**config.mk**
```make
export PLATFORM = sky130hd
export DESIGN_NAME = i2s_fmt
export DESIGN_NICKNAME = d
export VERILOG_FILES = /design/src/rtl/i2s_fmt_pkg.sv /design/src/rtl/i2s_slot_ctr.sv /design/src/rtl/i2s_tx_path.sv /design/src/rtl/i2s_rx_path.sv /design/src/rtl/i2s_fmt.sv
export SDC_FILE = /design/constraint.sdc
export NUM_CORES = 1
export LEC_CHECK = 0
export ABC_AREA = 1
export ABC_CLOCK_PERIOD_IN_PS = 3800
export BUFFER_PORTS_ARGS = -buffer_cell sky130_fd_sc_hd__clkbuf_2
export CORE_MARGIN = 2
export CORE_UTILIZATION = 45
export CTS_CLUSTER_SIZE = 24
export DETAILED_ROUTE_END_ITERATION = 10
export GPL_TIMING_DRIVEN = 0
export REMOVE_ABC_BUFFERS = 1
export SYNTH_ARGS = -nofsm -noshare
export SYNTH_HDL_FRONTEND = slang
export SYNTH_SLANG_ARGS = --single-unit
```
**constraint.sdc**
```tcl
create_clock -name clk -period 3.8 [get_ports clk]
set_clock_uncertainty 0.1 [all_clocks]
set_input_delay 0.19 -clock clk [delete_from_list [all_inputs] [get_ports clk]]
set_output_delay 0.19 -clock clk [all_outputs]
set_load 0.1 [all_outputs]
```
**src/rtl/i2s_fmt_pkg.sv**
```systemverilog
package i2s_fmt_pkg;
  // Static mode controls, held constant while the link runs
  typedef struct packed {
    logic mute;
    logic pause;
    logic mono;
    logic left_just;
  } i2s_mode_t;
endpackage

```
**src/rtl/i2s_slot_ctr.sv**
```systemverilog
module i2s_slot_ctr #(
  parameter int W = 16,
  localparam int CW = (W > 1) ? $clog2(W) : 1
) (
  input  logic          clk,
  input  logic          rst_n,
  input  logic          bit_tick,
  output logic [CW-1:0] pos,
  output logic          ws,
  output logic          slot_start,
  output logic          slot_end
);
  localparam logic [CW-1:0] LAST = CW'(W - 1);

  logic [CW-1:0] pos_d;
  logic          ws_d;

  assign slot_start = (pos == '0);
  assign slot_end   = (pos == LAST);

  always_comb begin
    pos_d = pos;
    ws_d  = ws;
    if (bit_tick) begin
      if (slot_end) begin
        pos_d = '0;
        ws_d  = ~ws;
      end else begin
        pos_d = pos + CW'(1);
      end
    end
  end

  always_ff @(posedge clk or negedge rst_n) begin
    if (!rst_n) begin
      pos <= '0;
      ws  <= 1'b0;
    end else if (bit_tick) begin
      pos <= pos_d;
      ws  <= ws_d;
    end
  end
endmodule

```
**src/rtl/i2s_tx_path.sv**
```systemverilog
module i2s_tx_path
  import i2s_fmt_pkg::*;
#(
  parameter int W = 16
) (
  input  logic         clk,
  input  logic         rst_n,
  input  logic         bit_tick,
  input  logic         slot_end,
  input  logic         ws,
  input  i2s_mode_t    md,
  input  logic         tx_valid,
  input  logic [W-1:0] tx_data,
  output logic         tx_pop,
  output logic         tx_underrun,
  output logic         sd_out
);
  logic [W-1:0] shift_q, shift_d;
  logic [W-1:0] held_q, held_d;
  logic [W-1:0] load_word;
  logic         lag_q, lag_d;
  logic         und_d;
  logic         need_pop, take;

  // A word is needed at every boundary in stereo, only before a left slot in mono
  assign need_pop = !md.pause && (!md.mono || ws);
  assign take     = bit_tick && slot_end && need_pop;
  assign tx_pop   = take && tx_valid;
  assign sd_out   = md.left_just ? shift_q[W-1] : lag_q;

  always_comb begin
    if (md.pause) begin
      load_word = '0;
    end else if (need_pop) begin
      load_word = (tx_valid && !md.mute) ? tx_data : '0;
    end else begin
      load_word = md.mute ? '0 : held_q;
    end
  end

  always_comb begin
    held_d  = held_q;
    shift_d = shift_q;
    lag_d   = lag_q;
    und_d   = take && !tx_valid;
    if (take) begin
      held_d = tx_valid ? tx_data : '0;
    end
    if (bit_tick) begin
      lag_d   = shift_q[W-1];
      shift_d = slot_end ? load_word : {shift_q[W-2:0], 1'b0};
    end
  end

  always_ff @(posedge clk or negedge rst_n) begin
    if (!rst_n) begin
      shift_q     <= '0;
      held_q      <= '0;
      lag_q       <= 1'b0;
      tx_underrun <= 1'b0;
    end else begin
      tx_underrun <= und_d;
      if (bit_tick) begin
        shift_q <= shift_d;
        held_q  <= held_d;
        lag_q   <= lag_d;
      end
    end
  end
endmodule

```
**src/rtl/i2s_rx_path.sv**
```systemverilog
module i2s_rx_path
  import i2s_fmt_pkg::*;
#(
  parameter int W = 16
) (
  input  logic         clk,
  input  logic         rst_n,
  input  logic         bit_tick,
  input  logic         slot_start,
  input  logic         slot_end,
  input  logic         ws,
  input  i2s_mode_t    md,
  input  logic         sd_in,
  output logic [W-1:0] rx_data,
  output logic         rx_right,
  output logic         rx_push
);
  logic [W-1:0] sh_q, sh_d;
  logic [W-1:0] word_nx;
  logic         armed_q, armed_d;
  logic         done, chan, push_d;

  assign word_nx = {sh_q[W-2:0], sd_in};

  // Left-justified words end with the slot; lagged words end one bit into the next slot
  always_comb begin
    if (md.left_just) begin
      done = slot_end;
      chan = ws;
    end else begin
      done = slot_start && armed_q;
      chan = ~ws;
    end
    push_d  = bit_tick && done && !md.pause && !(md.mono && chan);
    sh_d    = bit_tick ? word_nx : sh_q;
    armed_d = armed_q || (bit_tick && slot_end);
  end

  always_ff @(posedge clk or negedge rst_n) begin
    if (!rst_n) begin
      sh_q     <= '0;
      armed_q  <= 1'b0;
      rx_push  <= 1'b0;
      rx_data  <= '0;
      rx_right <= 1'b0;
    end else begin
      rx_push <= push_d;
      if (bit_tick) begin
        sh_q    <= sh_d;
        armed_q <= armed_d;
      end
      if (push_d) begin
        rx_data  <= word_nx;
        rx_right <= chan;
      end
    end
  end
endmodule

```
**src/rtl/i2s_fmt.sv**
```systemverilog
module i2s_fmt
  import i2s_fmt_pkg::*;
#(
  parameter int W = 16
) (
  input  logic         clk,
  input  logic         rst_n,
  input  logic         bit_tick,
  input  logic         mute,
  input  logic         pause,
  input  logic         mono,
  input  logic         left_just,
  input  logic         tx_valid,
  input  logic [W-1:0] tx_data,
  output logic         tx_pop,
  output logic         tx_underrun,
  output logic         sd_out,
  output logic         ws_out,
  input  logic         sd_in,
  output logic [W-1:0] rx_data,
  output logic         rx_right,
  output logic         rx_push
);
  localparam int CW = (W > 1) ? $clog2(W) : 1;

  i2s_mode_t     md;
  logic [CW-1:0] pos;
  logic          ws, slot_start, slot_end;

  assign md     = '{mute: mute, pause: pause, mono: mono, left_just: left_just};
  assign ws_out = ws;

  i2s_slot_ctr #(.W(W)) u_ctr (
    .clk(clk), .rst_n(rst_n), .bit_tick(bit_tick),
    .pos(pos), .ws(ws), .slot_start(slot_start), .slot_end(slot_end)
  );

  i2s_tx_path #(.W(W)) u_tx (
    .clk(clk), .rst_n(rst_n), .bit_tick(bit_tick), .slot_end(slot_end),
    .ws(ws), .md(md), .tx_valid(tx_valid), .tx_data(tx_data),
    .tx_pop(tx_pop), .tx_underrun(tx_underrun), .sd_out(sd_out)
  );

  i2s_rx_path #(.W(W)) u_rx (
    .clk(clk), .rst_n(rst_n), .bit_tick(bit_tick), .slot_start(slot_start),
    .slot_end(slot_end), .ws(ws), .md(md), .sd_in(sd_in),
    .rx_data(rx_data), .rx_right(rx_right), .rx_push(rx_push)
  );
endmodule

```
## After elaboration in Yosys (flattened, before gate mapping)

Index checks and enable logic that the tools add are counted.

- Logic and storage cells: 45
- Output and inout port bits: 22
- Input bits: 25
- Register bits: 73

- Reductions and logical operators: 21
- Bitwise gates (word level): 1
- Muxes and demuxes: 10
- Add/subtract/negate cells: 1
- Equal/unequal tests: 1

Operator list:

| cell | count |
|---|---|
| $mux 16 | 6 |
| $logic_and 1x1->1 | 11 |
| $logic_not 1->1 | 5 |
| $add 4x1->4 const B | 1 |
| $eq 4x4->1 const B | 1 |
| $logic_not 4->1 | 1 |
| $mux 4 | 1 |
| $reduce_and 2->1 | 2 |
| $mux 1 | 3 |
| $logic_or 1x1->1 | 2 |
| $not 1->1 | 1 |

## Depth between registers and ports, before layout

- Word-level depth: 6
- Depth in mapped cells: 10
- Gate-level depth less buffers: 9

## Cells and area by module

A second synthesis with hierarchy kept.

- Cells, all modules: 424
- Area total of the unflattened synthesis: 3,509.6 sq um

By module, submodules not included:

| module | times used | cells an instance | sequential area each (sq um) | area each (sq um) |
|---|---|---|---|---|
| i2s_tx_path | 1 | 244 | 850.8 | 1,890.6 |
| i2s_rx_path | 1 | 144 | 850.8 | 1,348.8 |
| i2s_slot_ctr | 1 | 36 | 125.1 | 270.3 |

## Worst setup path after synthesis

No wires, ideal clock.

- Path kind: register to output
- Start: register u_tx.lag_q
- End: output sd_out
- Cell stages (with the launch flop): 3
- Data required time: 3.510 ns
- Slack: 1.068 ns
- Arrival time: 2.442 ns
- Path buffers: 0
- Cell sequence: dfrtp_1 inv_1 o21ai_0

- Word-level cells in the longest chain between the ends: 1

RTL lines:

| item | line | text |
|---|---|---|
| start, declared | i2s_tx_path.sv:21 | `logic lag_q, lag_d;` |
| start signal, assigned | i2s_tx_path.sv:66 | `lag_q <= lag_d;` |
| $mux 1 | i2s_tx_path.sv:29 | `assign sd_out = md.left_just ? shift_q[W-1] : lag_q;` |
| end, declared | i2s_fmt.sv:17 | `output logic sd_out,` |

No other way between the ends.

## Worst setup path in the final report

- Start: register u_ctr.pos[0]
- End: output tx_pop

- Word-level cells in the longest chain between the ends: 4

RTL lines:

| item | line | text |
|---|---|---|
| start, declared | i2s_slot_ctr.sv:8 | `output logic [CW-1:0] pos,` |
| start signal, assigned | i2s_slot_ctr.sv:39 | `pos <= pos_d;` |
| $eq 4x4->1 | i2s_slot_ctr.sv:19 | `assign slot_end = (pos == LAST);` |
| $logic_and 1x1->1 (2 in series) | i2s_tx_path.sv:27 | `assign take = bit_tick && slot_end && need_pop;` |
| $logic_and 1x1->1 | i2s_tx_path.sv:28 | `assign tx_pop = take && tx_valid;` |
| end, declared | i2s_fmt.sv:15 | `output logic tx_pop,` |

No other way between the ends.

==> impl_metrics.yaml <==
floorplanning:
  design.core.area_um2: 7292
  fp.dieW_um: 91.24
  initial_core_util: 0.4696
  fp.dieH_um: 91.24
  ios: 47
  rows: 31
  die_area_um2: 8324
detailed_routing:
  ant_nets: 0
  drt-pass1-iter-count: 4
  via_per_inst: 4.812
  route.detailed.drc: 0
  vias: 2757
  wl_per_cell_um: 12.12
  finalWirelength_mm: 6.947
  drtIter0Drc: 143
pwr:
  comb_power_share: 0.355
  ir_drop_v: 0.0002387
  p_clk_frac: 0.229
  p_per_area_nw_per_um2: 656.5
  p_switching_mw: 1.163
  p_sw_frac: 0.4338
  power_frac_seq: 0.416
  p_total_mw: 2.680
  p_int_mw: 1.518
  p_leak_nw: 2.073
timing:
  finalSetupViolCount: 0
  worst_pin_slew_ns: 0.7624
  rsz0062_at_grt: "no"
  post-route-min-period_ns: 2.614
  post-route-period-util: 0.6879
  max_slew_margin: 0.4917
  fin_setup_tns_ns: 0
  fmax_mhz: 382.6
  final-hold-violation-count: 0
  drv_slew: 0
synthesis:
  ys_types: 32
  synth_edf_count: 0
  yosys_register_bits: 73
  synth_top_area_share: 0.5334
  yosys_most_used_dff: "dfrtp_1"
  synthesis.area_um2: 3425
  ys_seq_area_frac: 0.5334
  async_flop_share: 1.000
  synth.avg_cell_area_um2: 8.332
  ys_warn_count: 0
  synth_cells: 411
  synth.largest_area_cell: "dfrtp_1"
  ys_top_cells_by_area: "dfrtp_1, nand2_1, nand3_1"
global_routing:
  grt_max_degree: 52
  top_usage_layer: "met2"
  gr-usage-met1: 0.2397
  grtUsageMet3: 0.02490
  grt_usage: 0.1790
  grt_overflow: 0
  met2_usage: 0.2926
  grt_antenna_before_repair: 0
  grt_pass1_wl_mm: 12.04
  grt_pass1_vias: 2644
finish:
  num-nets-final: 496
  drive_above_1_share: 0.2046
  fill_cells: 730
  area_growth_pct: 19.22
  num_antenna_cells: 0
cts:
  cts_setup_buffers: 0
  cts_hold_buffers: 19
  cts.repair.resized: 0
  htreeDepth: 3
  cts_root_buffer: "clkbuf_8"
  cts_buffer_depth: 2
  clk_pin_slew_ns: 0.08
  cts_tree: "yes"
  numClockSinks: 73
  clk_latency_ns: 0.34
  cts_made_buffers: 9
worst_hold_path:
  hold_class: "in2reg"
  hold_depth: 4
  min_from: "pause"
setup_path:
  rr_startpoint: "u_ctr.pos[0]"
  cp.required_ns: 3.51
  crit_path_cell_trace: "ha_1 > nand4_1 > clkinv_2 > nand2_4 > nor2_8 > clkbuf_2"
  worst-path-buf-inv: 2
  max_stage_delay_ns: 0.52
  cp-end-kind: "output pin"
  crit_path_max_fanout: 18
  cpLargestDelayFamily: "simple AND/OR/NAND/NOR gates"
  start_kind: "flop"
  worstPathArrival_ns: 2.32
  worstSetupStartpoint: "u_ctr.pos[0]"
  crit_type: "reg2out"
  cpMaxStageDelayCell: "clkbuf_2"
  r2r_cells: 5
  cp.depth: 6
place:
  place_congestion: 0.7271
  place_hpwl_mm: 4.499
  portBuffers: 46
outcome:
  outcome: "finished clean"
job:
  maxCapViolations: 0
-- synthesized netlist by cell type (2+ instances only) --
cell type,instances
o21ai_0,34
nand3_1,36
ha_1,2
inv_2,4
nor2_1,18
buf_2,7
inv_1,33
a21oi_1,30
buf_1,2
nand2_1,123
nand2_2,19
nand4_1,3
clkbuf_1,5
nor2_2,4
buf_6,2
dfrtp_1,73
-- layout by cell type (no fill, tap or decap), types with 2 or more instances in the layout --
cell             n
a21oi_1         30
clkbuf_2        45
clkbuf_8         9
clkinv_2         2
clkinvlp_4       2
dfrtp_1         73
dlygate4sd3_1   19
ha_1             2
inv_1           33
inv_2            4
inv_6            3
nand2_1        123
nand2_2         19
nand3_1         36
nand4_1          3
nor2_1          18
nor2_2           4
o21ai_0         34
-- layout make-up --
cell class	count	area (um2)	area share
multi-input cells	281	1338	0.3276
clock buffers	9	123.9	0.03034
repair buffers	66	450.4	0.1103
well taps	99	123.9	0.03034
clock inverters	7	76.32	0.01869
flip-flops and latches	73	1827	0.4474
inverters	38	143.9	0.03524
-- power by group through the flow --
stage	sequential, mW	combinational (mW)	clock, mW
final	1.11	0.952	0.614
after global routing	1.14	1.04	0.674
after CTS	1.12	0.962	0.638
after detailed placement	1.13	0.945	0
after global placement	1.12	0.925	0
after floorplan	1.51	0.362	0
-- worst min-delay path: stages --
cell and delay (ns):
clkbuf_2 0.18, nor2_1 0.07, nand3_1 0.07, nand2_1 0.04
-- per-stage QoR --
stage / cell area, um2 / std cells / util / hold slack, ns / setup slack [ns]
floorplan: 3308 / 392 / - / -0.2056 / 1.068
global placement: 3662 / 537 / 0.5022 / 0.2625 / 1.239
detailed placement: 3692 / 538 / 0.5063 / 0.04140 / 1.228
CTS: 4083 / 573 / 0.5599 / 0.1399 / 1.126
global route: 4083 / 573 / 0.5599 / 0.1773 / 0.9995
finish: 4083 / 573 / 0.5599 / 0.1476 / 1.186
-- routing by layer --
metal / vias to the layer above / share of wire
met2: 68 / 0.46
met5: - / 0
met4: 0 / 0.018
met3: 13 / 0.033
li1: 1422 / -
met1: 1254 / 0.48
-- sequential cells by signal, summed over array words and instances (netlist names) --
| register | cells |
|---|---|
| u_rx.rx_right | 1 |
| u_tx.lag_q | 1 |
| u_tx.held_q | 16 |
| u_ctr.pos | 4 |
| u_tx.shift_q | 16 |
| u_tx.tx_underrun | 1 |
| u_rx.rx_data | 16 |
| u_rx.sh_q | 15 |
| u_rx.rx_push | 1 |
| u_rx.armed_q | 1 |
| u_ctr.ws | 1 |
-- final timing paths --
path / to / slack (ns)
max: tx_pop / 1.19
min: u_tx.shift_q[0] / 0.15
max reg2reg: u_tx.shift_q[15] / 1.90
min reg2reg: u_rx.rx_data[15] / 0.37
max in group asynchronous: u_ctr.ws / 2.83
min in group asynchronous: u_rx.rx_data[5] / 0.21
-- kinds of logic (layout without fill, tap and decap cells) --
kind of cell    after synthesis  in the layout  synth area share
xor+xnor                      1              1          0.002558
simple gates                210            210            0.2788
mux                           1              1          0.002923
flops                        73             73            0.5334
fa+ha+maj                     2              2          0.007306
buf+inv                      57            120           0.07599
compound gates               67             67           0.09901
Power figures use the tool's default switching activity.
